## src/rtl/acc_alu_pkg.sv

```systemverilog
package acc_alu_pkg;

   typedef enum logic [2:0] {
      ALU_ADD = 3'b000,
      ALU_ADC = 3'b001,
      ALU_SUB = 3'b010,
      ALU_SBC = 3'b011,
      ALU_AND = 3'b100,
      ALU_XOR = 3'b101,
      ALU_OR  = 3'b110,
      ALU_CMP = 3'b111
   } alu_op_e;

   localparam int FLAG_W = 8;
   localparam int FB_S   = 7;
   localparam int FB_Z   = 6;
   localparam int FB_SP5 = 5;
   localparam int FB_H   = 4;
   localparam int FB_SP3 = 3;
   localparam int FB_PV  = 2;
   localparam int FB_N   = 1;
   localparam int FB_C   = 0;

   typedef struct packed {
      logic sign;
      logic zero;
      logic half;
      logic pv;
      logic neg;
      logic carry;
   } alu_flags_t;

   function automatic logic op_is_subtract(input alu_op_e op);
      return (op == ALU_SUB) || (op == ALU_SBC) || (op == ALU_CMP);
   endfunction

   function automatic logic op_is_logic(input alu_op_e op);
      return (op == ALU_AND) || (op == ALU_XOR) || (op == ALU_OR);
   endfunction

   function automatic logic op_uses_carry(input alu_op_e op);
      return (op == ALU_ADC) || (op == ALU_SBC);
   endfunction

endpackage

```

## src/rtl/acc_alu_addsub.sv

```systemverilog
module acc_alu_addsub #(
   parameter int W      = 8,
   parameter int HALF_W = 4,
   parameter bit SPLIT  = 1'b1
) (
   input  logic [W-1:0] a,
   input  logic [W-1:0] b,
   input  logic         subtract,
   input  logic         carry_in,
   output logic [W-1:0] sum,
   output logic         half_out,
   output logic         carry_out,
   output logic         overflow
);
   localparam int HI_W = W - HALF_W;

   if (W < 2) begin : g_bad_width
      $error("acc_alu_addsub: W must be at least 2");
   end
   if (HALF_W < 1 || HALF_W >= W) begin : g_bad_half
      $error("acc_alu_addsub: HALF_W must lie in 1..W-1");
   end

   logic [W-1:0] b_eff;
   logic         c_eff;
   logic         c_half;
   logic         c_top;

   // subtraction as a + ~b + ~borrow_in
   assign b_eff = subtract ? ~b : b;
   assign c_eff = carry_in ^ subtract;

   if (SPLIT) begin : g_split
      logic [HALF_W:0] lo;
      logic [HI_W:0]   hi;
      assign lo = {1'b0, a[HALF_W-1:0]} + {1'b0, b_eff[HALF_W-1:0]}
                + {{HALF_W{1'b0}}, c_eff};
      assign hi = {1'b0, a[W-1:HALF_W]} + {1'b0, b_eff[W-1:HALF_W]}
                + {{HI_W{1'b0}}, lo[HALF_W]};
      assign sum    = {hi[HI_W-1:0], lo[HALF_W-1:0]};
      assign c_half = lo[HALF_W];
      assign c_top  = hi[HI_W];
   end else begin : g_flat
      logic [W:0] full;
      assign full   = {1'b0, a} + {1'b0, b_eff} + {{W{1'b0}}, c_eff};
      assign sum    = full[W-1:0];
      assign c_top  = full[W];
      // carry into bit HALF_W recovered from the sum bit
      assign c_half = a[HALF_W] ^ b_eff[HALF_W] ^ full[HALF_W];
   end

   // carries become borrows for subtraction
   assign half_out  = c_half ^ subtract;
   assign carry_out = c_top ^ subtract;
   assign overflow  = (a[W-1] == b_eff[W-1]) && (sum[W-1] != a[W-1]);

endmodule

```

## src/rtl/acc_alu_logic.sv

```systemverilog
module acc_alu_logic #(
   parameter int W        = 8,
   parameter bit PAR_TREE = 1'b0
) (
   input  logic [W-1:0] a,
   input  logic [W-1:0] b,
   input  logic [1:0]   sel,
   output logic [W-1:0] res,
   output logic         parity_even
);
   if (W < 1) begin : g_bad_width
      $error("acc_alu_logic: W must be positive");
   end

   always_comb begin
      unique case (sel)
         2'b00:   res = a & b;
         2'b01:   res = a ^ b;
         default: res = a | b;
      endcase
   end

   if (PAR_TREE) begin : g_chain
      logic [W:0] chain;
      assign chain[0] = 1'b0;
      for (genvar gi = 0; gi < W; gi++) begin : g_bit
         assign chain[gi+1] = chain[gi] ^ res[gi];
      end
      assign parity_even = ~chain[W];
   end else begin : g_reduce
      assign parity_even = ~^res;
   end

endmodule

```

## src/rtl/acc_alu_flagpack.sv

```systemverilog
module acc_alu_flagpack
   import acc_alu_pkg::*;
(
   input  alu_flags_t         f,
   input  logic [FLAG_W-1:0]  flags_in,
   output logic [FLAG_W-1:0]  flags_out
);
   always_comb begin
      flags_out        = flags_in;   // spare bits ride through
      flags_out[FB_S]  = f.sign;
      flags_out[FB_Z]  = f.zero;
      flags_out[FB_H]  = f.half;
      flags_out[FB_PV] = f.pv;
      flags_out[FB_N]  = f.neg;
      flags_out[FB_C]  = f.carry;
   end
endmodule

```

## src/rtl/acc_alu_core.sv

```systemverilog
module acc_alu_core
   import acc_alu_pkg::*;
#(
   parameter int W           = 8,
   parameter int HALF_W      = 4,
   parameter bit SPLIT_ADDER = 1'b1,
   parameter bit PAR_TREE    = 1'b0
) (
   input  alu_op_e            op,
   input  logic [W-1:0]       acc_in,
   input  logic [W-1:0]       operand,
   input  logic [FLAG_W-1:0]  flags_in,
   output logic [W-1:0]       acc_out,
   output logic [FLAG_W-1:0]  flags_out
);
   logic         is_sub;
   logic         is_logic;
   logic         cin;
   logic [W-1:0] as_sum;
   logic         as_half;
   logic         as_carry;
   logic         as_ovf;
   logic [W-1:0] lg_res;
   logic         lg_par;
   logic [W-1:0] res;
   alu_flags_t   fl;

   assign is_sub   = op_is_subtract(op);
   assign is_logic = op_is_logic(op);
   assign cin      = op_uses_carry(op) & flags_in[FB_C];

   acc_alu_addsub #(
      .W      (W),
      .HALF_W (HALF_W),
      .SPLIT  (SPLIT_ADDER)
   ) u_addsub (
      .a         (acc_in),
      .b         (operand),
      .subtract  (is_sub),
      .carry_in  (cin),
      .sum       (as_sum),
      .half_out  (as_half),
      .carry_out (as_carry),
      .overflow  (as_ovf)
   );

   acc_alu_logic #(
      .W        (W),
      .PAR_TREE (PAR_TREE)
   ) u_logic (
      .a           (acc_in),
      .b           (operand),
      .sel         (op[1:0]),
      .res         (lg_res),
      .parity_even (lg_par)
   );

   assign res = is_logic ? lg_res : as_sum;

   always_comb begin
      fl.sign  = res[W-1];
      fl.zero  = (res == '0);
      fl.half  = is_logic ? (op == ALU_AND) : as_half;
      fl.pv    = is_logic ? lg_par : as_ovf;
      fl.neg   = is_sub;
      fl.carry = is_logic ? 1'b0 : as_carry;
   end

   acc_alu_flagpack u_pack (
      .f         (fl),
      .flags_in  (flags_in),
      .flags_out (flags_out)
   );

   assign acc_out = (op == ALU_CMP) ? acc_in : res;

endmodule

```

## src/rtl/acc_alu.sv

```systemverilog
module acc_alu
   import acc_alu_pkg::*;
#(
   parameter int          DATA_W      = 8,
   parameter int          HALF_W      = 4,
   parameter bit          SPLIT_ADDER = 1'b1,
   parameter bit          PARITY_TREE = 1'b0,
   parameter logic [7:0]  FLAG_RST    = 8'h00
) (
   input  logic              clk,
   input  logic              rst_n,
   input  logic              op_en,
   input  logic [2:0]        op_code,
   input  logic [DATA_W-1:0] operand,
   output logic [DATA_W-1:0] acc,
   output logic [7:0]        flags
);
   if (DATA_W < 2) begin : g_bad_data
      $error("acc_alu: DATA_W must be at least 2");
   end
   if (HALF_W < 1 || HALF_W >= DATA_W) begin : g_bad_half
      $error("acc_alu: HALF_W must lie in 1..DATA_W-1");
   end

   alu_op_e           op;
   logic [DATA_W-1:0] acc_nxt;
   logic [7:0]        flags_nxt;

   assign op = alu_op_e'(op_code);

   acc_alu_core #(
      .W           (DATA_W),
      .HALF_W      (HALF_W),
      .SPLIT_ADDER (SPLIT_ADDER),
      .PAR_TREE    (PARITY_TREE)
   ) u_core (
      .op        (op),
      .acc_in    (acc),
      .operand   (operand),
      .flags_in  (flags),
      .acc_out   (acc_nxt),
      .flags_out (flags_nxt)
   );

   always_ff @(posedge clk) begin
      if (!rst_n) begin
         acc   <= '0;
         flags <= FLAG_RST;
      end else if (op_en) begin
         acc   <= acc_nxt;
         flags <= flags_nxt;
      end
   end

   // compare leaves the accumulator alone
   p_cmp_keeps_acc_r4: assert property (@(posedge clk) disable iff (!rst_n)
      (op_en && op == ALU_CMP) |=> (acc == $past(acc)));

   // subtract-type operations raise N
   p_sub_sets_n_r6: assert property (@(posedge clk) disable iff (!rst_n)
      (op_en && (op == ALU_SUB || op == ALU_SBC || op == ALU_CMP)) |=> flags[FB_N]);

   // add-type operations clear N
   p_add_clears_n_r6: assert property (@(posedge clk) disable iff (!rst_n)
      (op_en && (op == ALU_ADD || op == ALU_ADC)) |=> !flags[FB_N]);

   // logic operations clear carry and N
   p_logic_clears_c_r8: assert property (@(posedge clk) disable iff (!rst_n)
      (op_en && (op == ALU_AND || op == ALU_XOR || op == ALU_OR))
      |=> (!flags[FB_C] && !flags[FB_N]));

   // AND raises half-carry, XOR/OR drop it
   p_and_sets_h_r8: assert property (@(posedge clk) disable iff (!rst_n)
      (op_en && op == ALU_AND) |=> flags[FB_H]);
   p_xor_or_clear_h_r8: assert property (@(posedge clk) disable iff (!rst_n)
      (op_en && (op == ALU_XOR || op == ALU_OR)) |=> !flags[FB_H]);

   // S and Z agree with the written accumulator
   p_zero_tracks_acc_r9: assert property (@(posedge clk) disable iff (!rst_n)
      (op_en && op != ALU_CMP) |=> (flags[FB_Z] == (acc == '0)));
   p_sign_tracks_acc_r9: assert property (@(posedge clk) disable iff (!rst_n)
      (op_en && op != ALU_CMP) |=> (flags[FB_S] == acc[DATA_W-1]));

   // spare flag bits never move
   p_spare_bits_r10: assert property (@(posedge clk) disable iff (!rst_n)
      op_en |=> ($stable(flags[FB_SP5]) && $stable(flags[FB_SP3])));

   // no update without op_en
   p_idle_hold_r11: assert property (@(posedge clk) disable iff (!rst_n)
      !op_en |=> ($stable(acc) && $stable(flags)));

endmodule

```

## config.mk

```make
export PLATFORM = sky130hd
export DESIGN_NAME = acc_alu
export DESIGN_NICKNAME = d
export VERILOG_FILES = /design/src/rtl/acc_alu_pkg.sv /design/src/rtl/acc_alu_addsub.sv /design/src/rtl/acc_alu_logic.sv /design/src/rtl/acc_alu_flagpack.sv /design/src/rtl/acc_alu_core.sv /design/src/rtl/acc_alu.sv
export SDC_FILE = /design/constraint.sdc
export NUM_CORES = 1
export LEC_CHECK = 0
export ABC_AREA = 1
export BUFFER_PORTS_ARGS = -buffer_cell sky130_fd_sc_hd__buf_2
export CAP_MARGIN = 5
export CORE_AREA = 2 2 68 70
export CTS_BUF_LIST = sky130_fd_sc_hd__clkbuf_8
export DETAILED_ROUTE_END_ITERATION = 8
export DIE_AREA = 0 0 70 72
export HOLD_SLACK_MARGIN = 0.12
export PLACE_DENSITY = 0.75
export REMOVE_ABC_BUFFERS = 1
export SYNTH_ARGS = -nofsm -noshare
export SYNTH_HDL_FRONTEND = slang
export SYNTH_HIERARCHICAL = 1
export SYNTH_SLANG_ARGS = --single-unit
```

## constraint.sdc

```tcl
create_clock -name clk -period 3.9 [get_ports clk]
set_input_delay 0.195 -clock clk [delete_from_list [all_inputs] [get_ports clk]]
set_output_delay 0.195 -clock clk [all_outputs]
set_load 0.1 [all_outputs]
```

==> impl_metrics.json <==
{
  "via_per_inst": 4.69,
  "path_clk_slew_ns": 0.06,
  "htree_levels": 1,
  "clock-sinks": 16,
  "rrSetupSlack_ns": 0.45,
  "synthesis.instances": 360,
  "syn_area_per_cell_um2": 6.35,
  "holdBufCountCts": 0,
  "cts.repair.resized": 0,
  "die_h_um": 72,
  "fin_nets": 419,
  "synthFlopType": "dfxtp_1",
  "hold_ws_ns": 0.297,
  "drt-pass1-iter-count": 4,
  "ir_drop_v": 0.000281,
  "antenna_found_initial": 0,
  "reg2reg_depth": 18,
  "io_pins": 30,
  "antennaDiodeCount": 0,
  "worstHoldEndpoint": "flags[1]",
  "critical_path_arrival_ns": 3.75,
  "nFillCells": 444,
  "power_density_mw_per_mm2": 344,
  "synthTopCellsByArea": "nand2_1 19%, dfxtp_1 14%, ha_1 12%",
  "drt-total-wl_mm": 4.51,
  "post-route-period-util_pct": 92.4,
  "critPathKind": "primary input to flop",
  "tns_ns": 0,
  "clock_path_buffers": 2,
  "grt_use_total_pct": 18.4,
  "wire_per_inst_um": 10.5,
  "die_area_mm2": 0.00504,
  "fin_crit_ns": 3.61,
  "core_area_mm2": 0.00426,
  "synth_seq_cells": 16,
  "syn_to_final_growth_pct": 5.36,
  "drc_errors": 0,
  "cpPeakStageDelay_ns": 0.45,
  "synth_warnings": 6,
  "grt_max_degree": 33,
  "cts_tree": "built",
  "grt_pass1_vias": 1826,
  "final_hold_viol_count": 0,
  "grt_pass1_wl_mm": 7.70,
  "grt_overflow_total": 0,
  "synth_edf_count": 0,
  "async_flop_share_pct": 0,
  "p_leak_nw": 1.46,
  "final_util_pct": 56.5,
  "cts_setup_buffers": 0,
  "cp-start-kind": "primary input",
  "path_common_cell": "nand2_1",
  "critPathSlowestCell": "fa_1",
  "instances_no_fill": 430,
  "ys_types": 26,
  "rsz0062_at_grt": "no",
  "maxSlewHeadroom_pct": 66.2,
  "drive_gt1_share_pct": 19.8,
  "vias": 2016,
  "die_x_um": 70,
  "min_from": "rst_n",
  "outcome": "finished, final reports clean",
  "numCtsBuffers": 3,
  "synth.yosys.seq_area_share_pct": 14.0,
  "synthSimpleGateAreaFrac_pct": 41.8,
  "tightest_slew_ns": 0.507,
  "multiInputGateArea_mm2": 0.00154,
  "clkLatencyLatePin_ns": 0.25,
  "synth_top_area_share_pct": 18.9,
  "std_cell_rows": 24,
  "drt-initial-drc-count": 99,
  "path_buf_inv": 5,
  "place_congestion": 0.900,
  "yosys.area_share.adder_pct": 15.5,
  "synth_mux_area_share_pct": 3.94,
  "synth-xor-area-share_pct": 4.60,
  "timing.fmax_ghz": 0.277,
  "hold-path-cell-count": 3,
  "root_buffer": "clkbuf_8",
  "reg2reg_to": "acc[5]",
  "critPathRequiredTime_ns": 4.04,
  "port_buffers": 29,
  "slew_violations": 0,
  "dp_cells": 426,
  "end_kind": "flop",
  "fin_skew_ns": 0.00349,
  "holdCritPathClass": "primary input to flop",
  "seq_area_um2": 320,
  "yosys.area.top_type": "nand2_1",
  "startpoint": "op_code[2]",
  "synth_top_family_by_area": "simple AND/OR/NAND/NOR gates",
  "cap_violations": 0,
  "start_util_pct": 53.6,
  "crit_chain": "buf_2 > inv_2 > o21a_1 > xnor2_1 > fa_1 > fa_1 > nand3b_1 > nand2_1 > inv_1 > fa_1 > inv_1 > fa_1 > nand2_1 > nand2_1 > mux2_2 > inv_1 > nand2_1 > nand2_1 > nor2_1",
  "syn_area_mm2": 0.00229,
  "dp_hpwl_mm": 3.68,
  "ant_nets": 0,
  "setup_viol": 0,
  "synth_compound_gate_area_share_pct": 1.53,
  "critical_path.top_delay_family": "adder cells",
  "r2r_start": "flags[0]",
  "critPathMaxFanout": 11
}
cell type report:
cell class	instances	share of cell area [%]
inverter	68	10.8
tap	52	2.70
sequential	16	13.3
timing repair buffer	32	6.96
multi-input combinational	258	64.0
clock buffer	4	2.28
Yosys cell counts, types with 3 or more instances:
cell and n:
buf_6 7, ha_1 22, nor2_1 43, dfxtp_1 16, mux2_2 8, nand3_1 18, nor2_2 10, buf_4 9
nand3_2 12, nand2_1 115, fa_1 4, a21oi_1 3, xnor2_1 5, xor2_1 7, inv_1 65
cells in the final DEF, fill, tap and decap left out:
cell type / netlist / routed
dfxtp_1: 16 / 16
fa_1: 4 / 4
nand3_2: 12 / 12
nand3b_1: 2 / 2
o31ai_1: 1 / 1
inv_2: 2 / 2
a21oi_1: 3 / 3
inv_1: 65 / 65
nor2_2: 10 / 10
nor2_8: 2 / 2
inv_6: 1 / 1
clkbuf_8: 1 / 4
nor2_1: 43 / 43
buf_2: 0 / 29
mux2_2: 8 / 8
buf_4: 9 / 3
nand2_1: 115 / 115
xor2_1: 7 / 7
o21a_1: 1 / 1
nand2_4: 2 / 2
xnor2_1: 5 / 5
nand3_1: 18 / 18
o21ai_0: 1 / 1
ha_1: 22 / 22
nand2_2: 2 / 2
tightest hold or removal path: stages:
cell	delay [ns]
buf_2	0.19
nand2_1	0.09
nor2_1	0.03
kinds of logic (layout without fill, tap and decap cells):
kind of cell / after synthesis / count (layout)
flip-flops: 16 / 16
multiplexers: 8 / 8
XOR/XNOR: 12 / 12
adder cells (fa/ha/maj): 26 / 26
buffers and inverters: 86 / 104
AND/OR/NAND/NOR: 206 / 206
AO/OA/AOI/OAI: 6 / 6
per-layer routing:
| metal | track usage, % | part of all wire [%] | up-vias |
|---|---|---|---|
| met1 | 25.0 | 49 | 881 |
| met2 | 31.9 | 47 | 30 |
| met3 | 0.972 | 2.6 | 6 |
| li1 | - | - | 1099 |
| met5 | 0 | 0 | - |
| met4 | 5.77 | 1.3 | 0 |
power breakdown:
group / switching, mW / leakage, nW / total, mW / internal, mW
Clock: 0.0562 / 0.0288 / 0.146 / 0.0895
Combinational: 0.330 / 1.30 / 0.485 / 0.155
Sequential: 0.0200 / 0.133 / 0.199 / 0.179
Total: 0.406 / 1.46 / 0.830 / 0.424
how the worst max path moves through the flow:
| stage | end | cells after the start |
|---|---|---|
| 2_1_floorplan | acc[5] | 18 |
| 3_3_place_gp | acc[5] | 19 |
| 3_5_place_dp | acc[5] | 19 |
| 4_1_cts | acc[5] | 19 |
| 5_1_grt | flags[6] | 21 |
| 6_report | acc[5] | 19 |
state kept, by name, summed over array words and instances (netlist names):
signal  count
acc         8
flags       8
per-stage QoR:
stage                     total power, mW  cell area [um^2]  setup slack (ns)
after floorplan                     0.585              2120            0.0140
after global placement              0.675              2350             0.194
after detailed placement            0.686              2350            0.0608
after CTS                           0.837              2410             0.326
after global routing                0.899              2410            0.0910
final                               0.830              2410             0.295
Note: power is estimated with default switching activity, not from simulation.
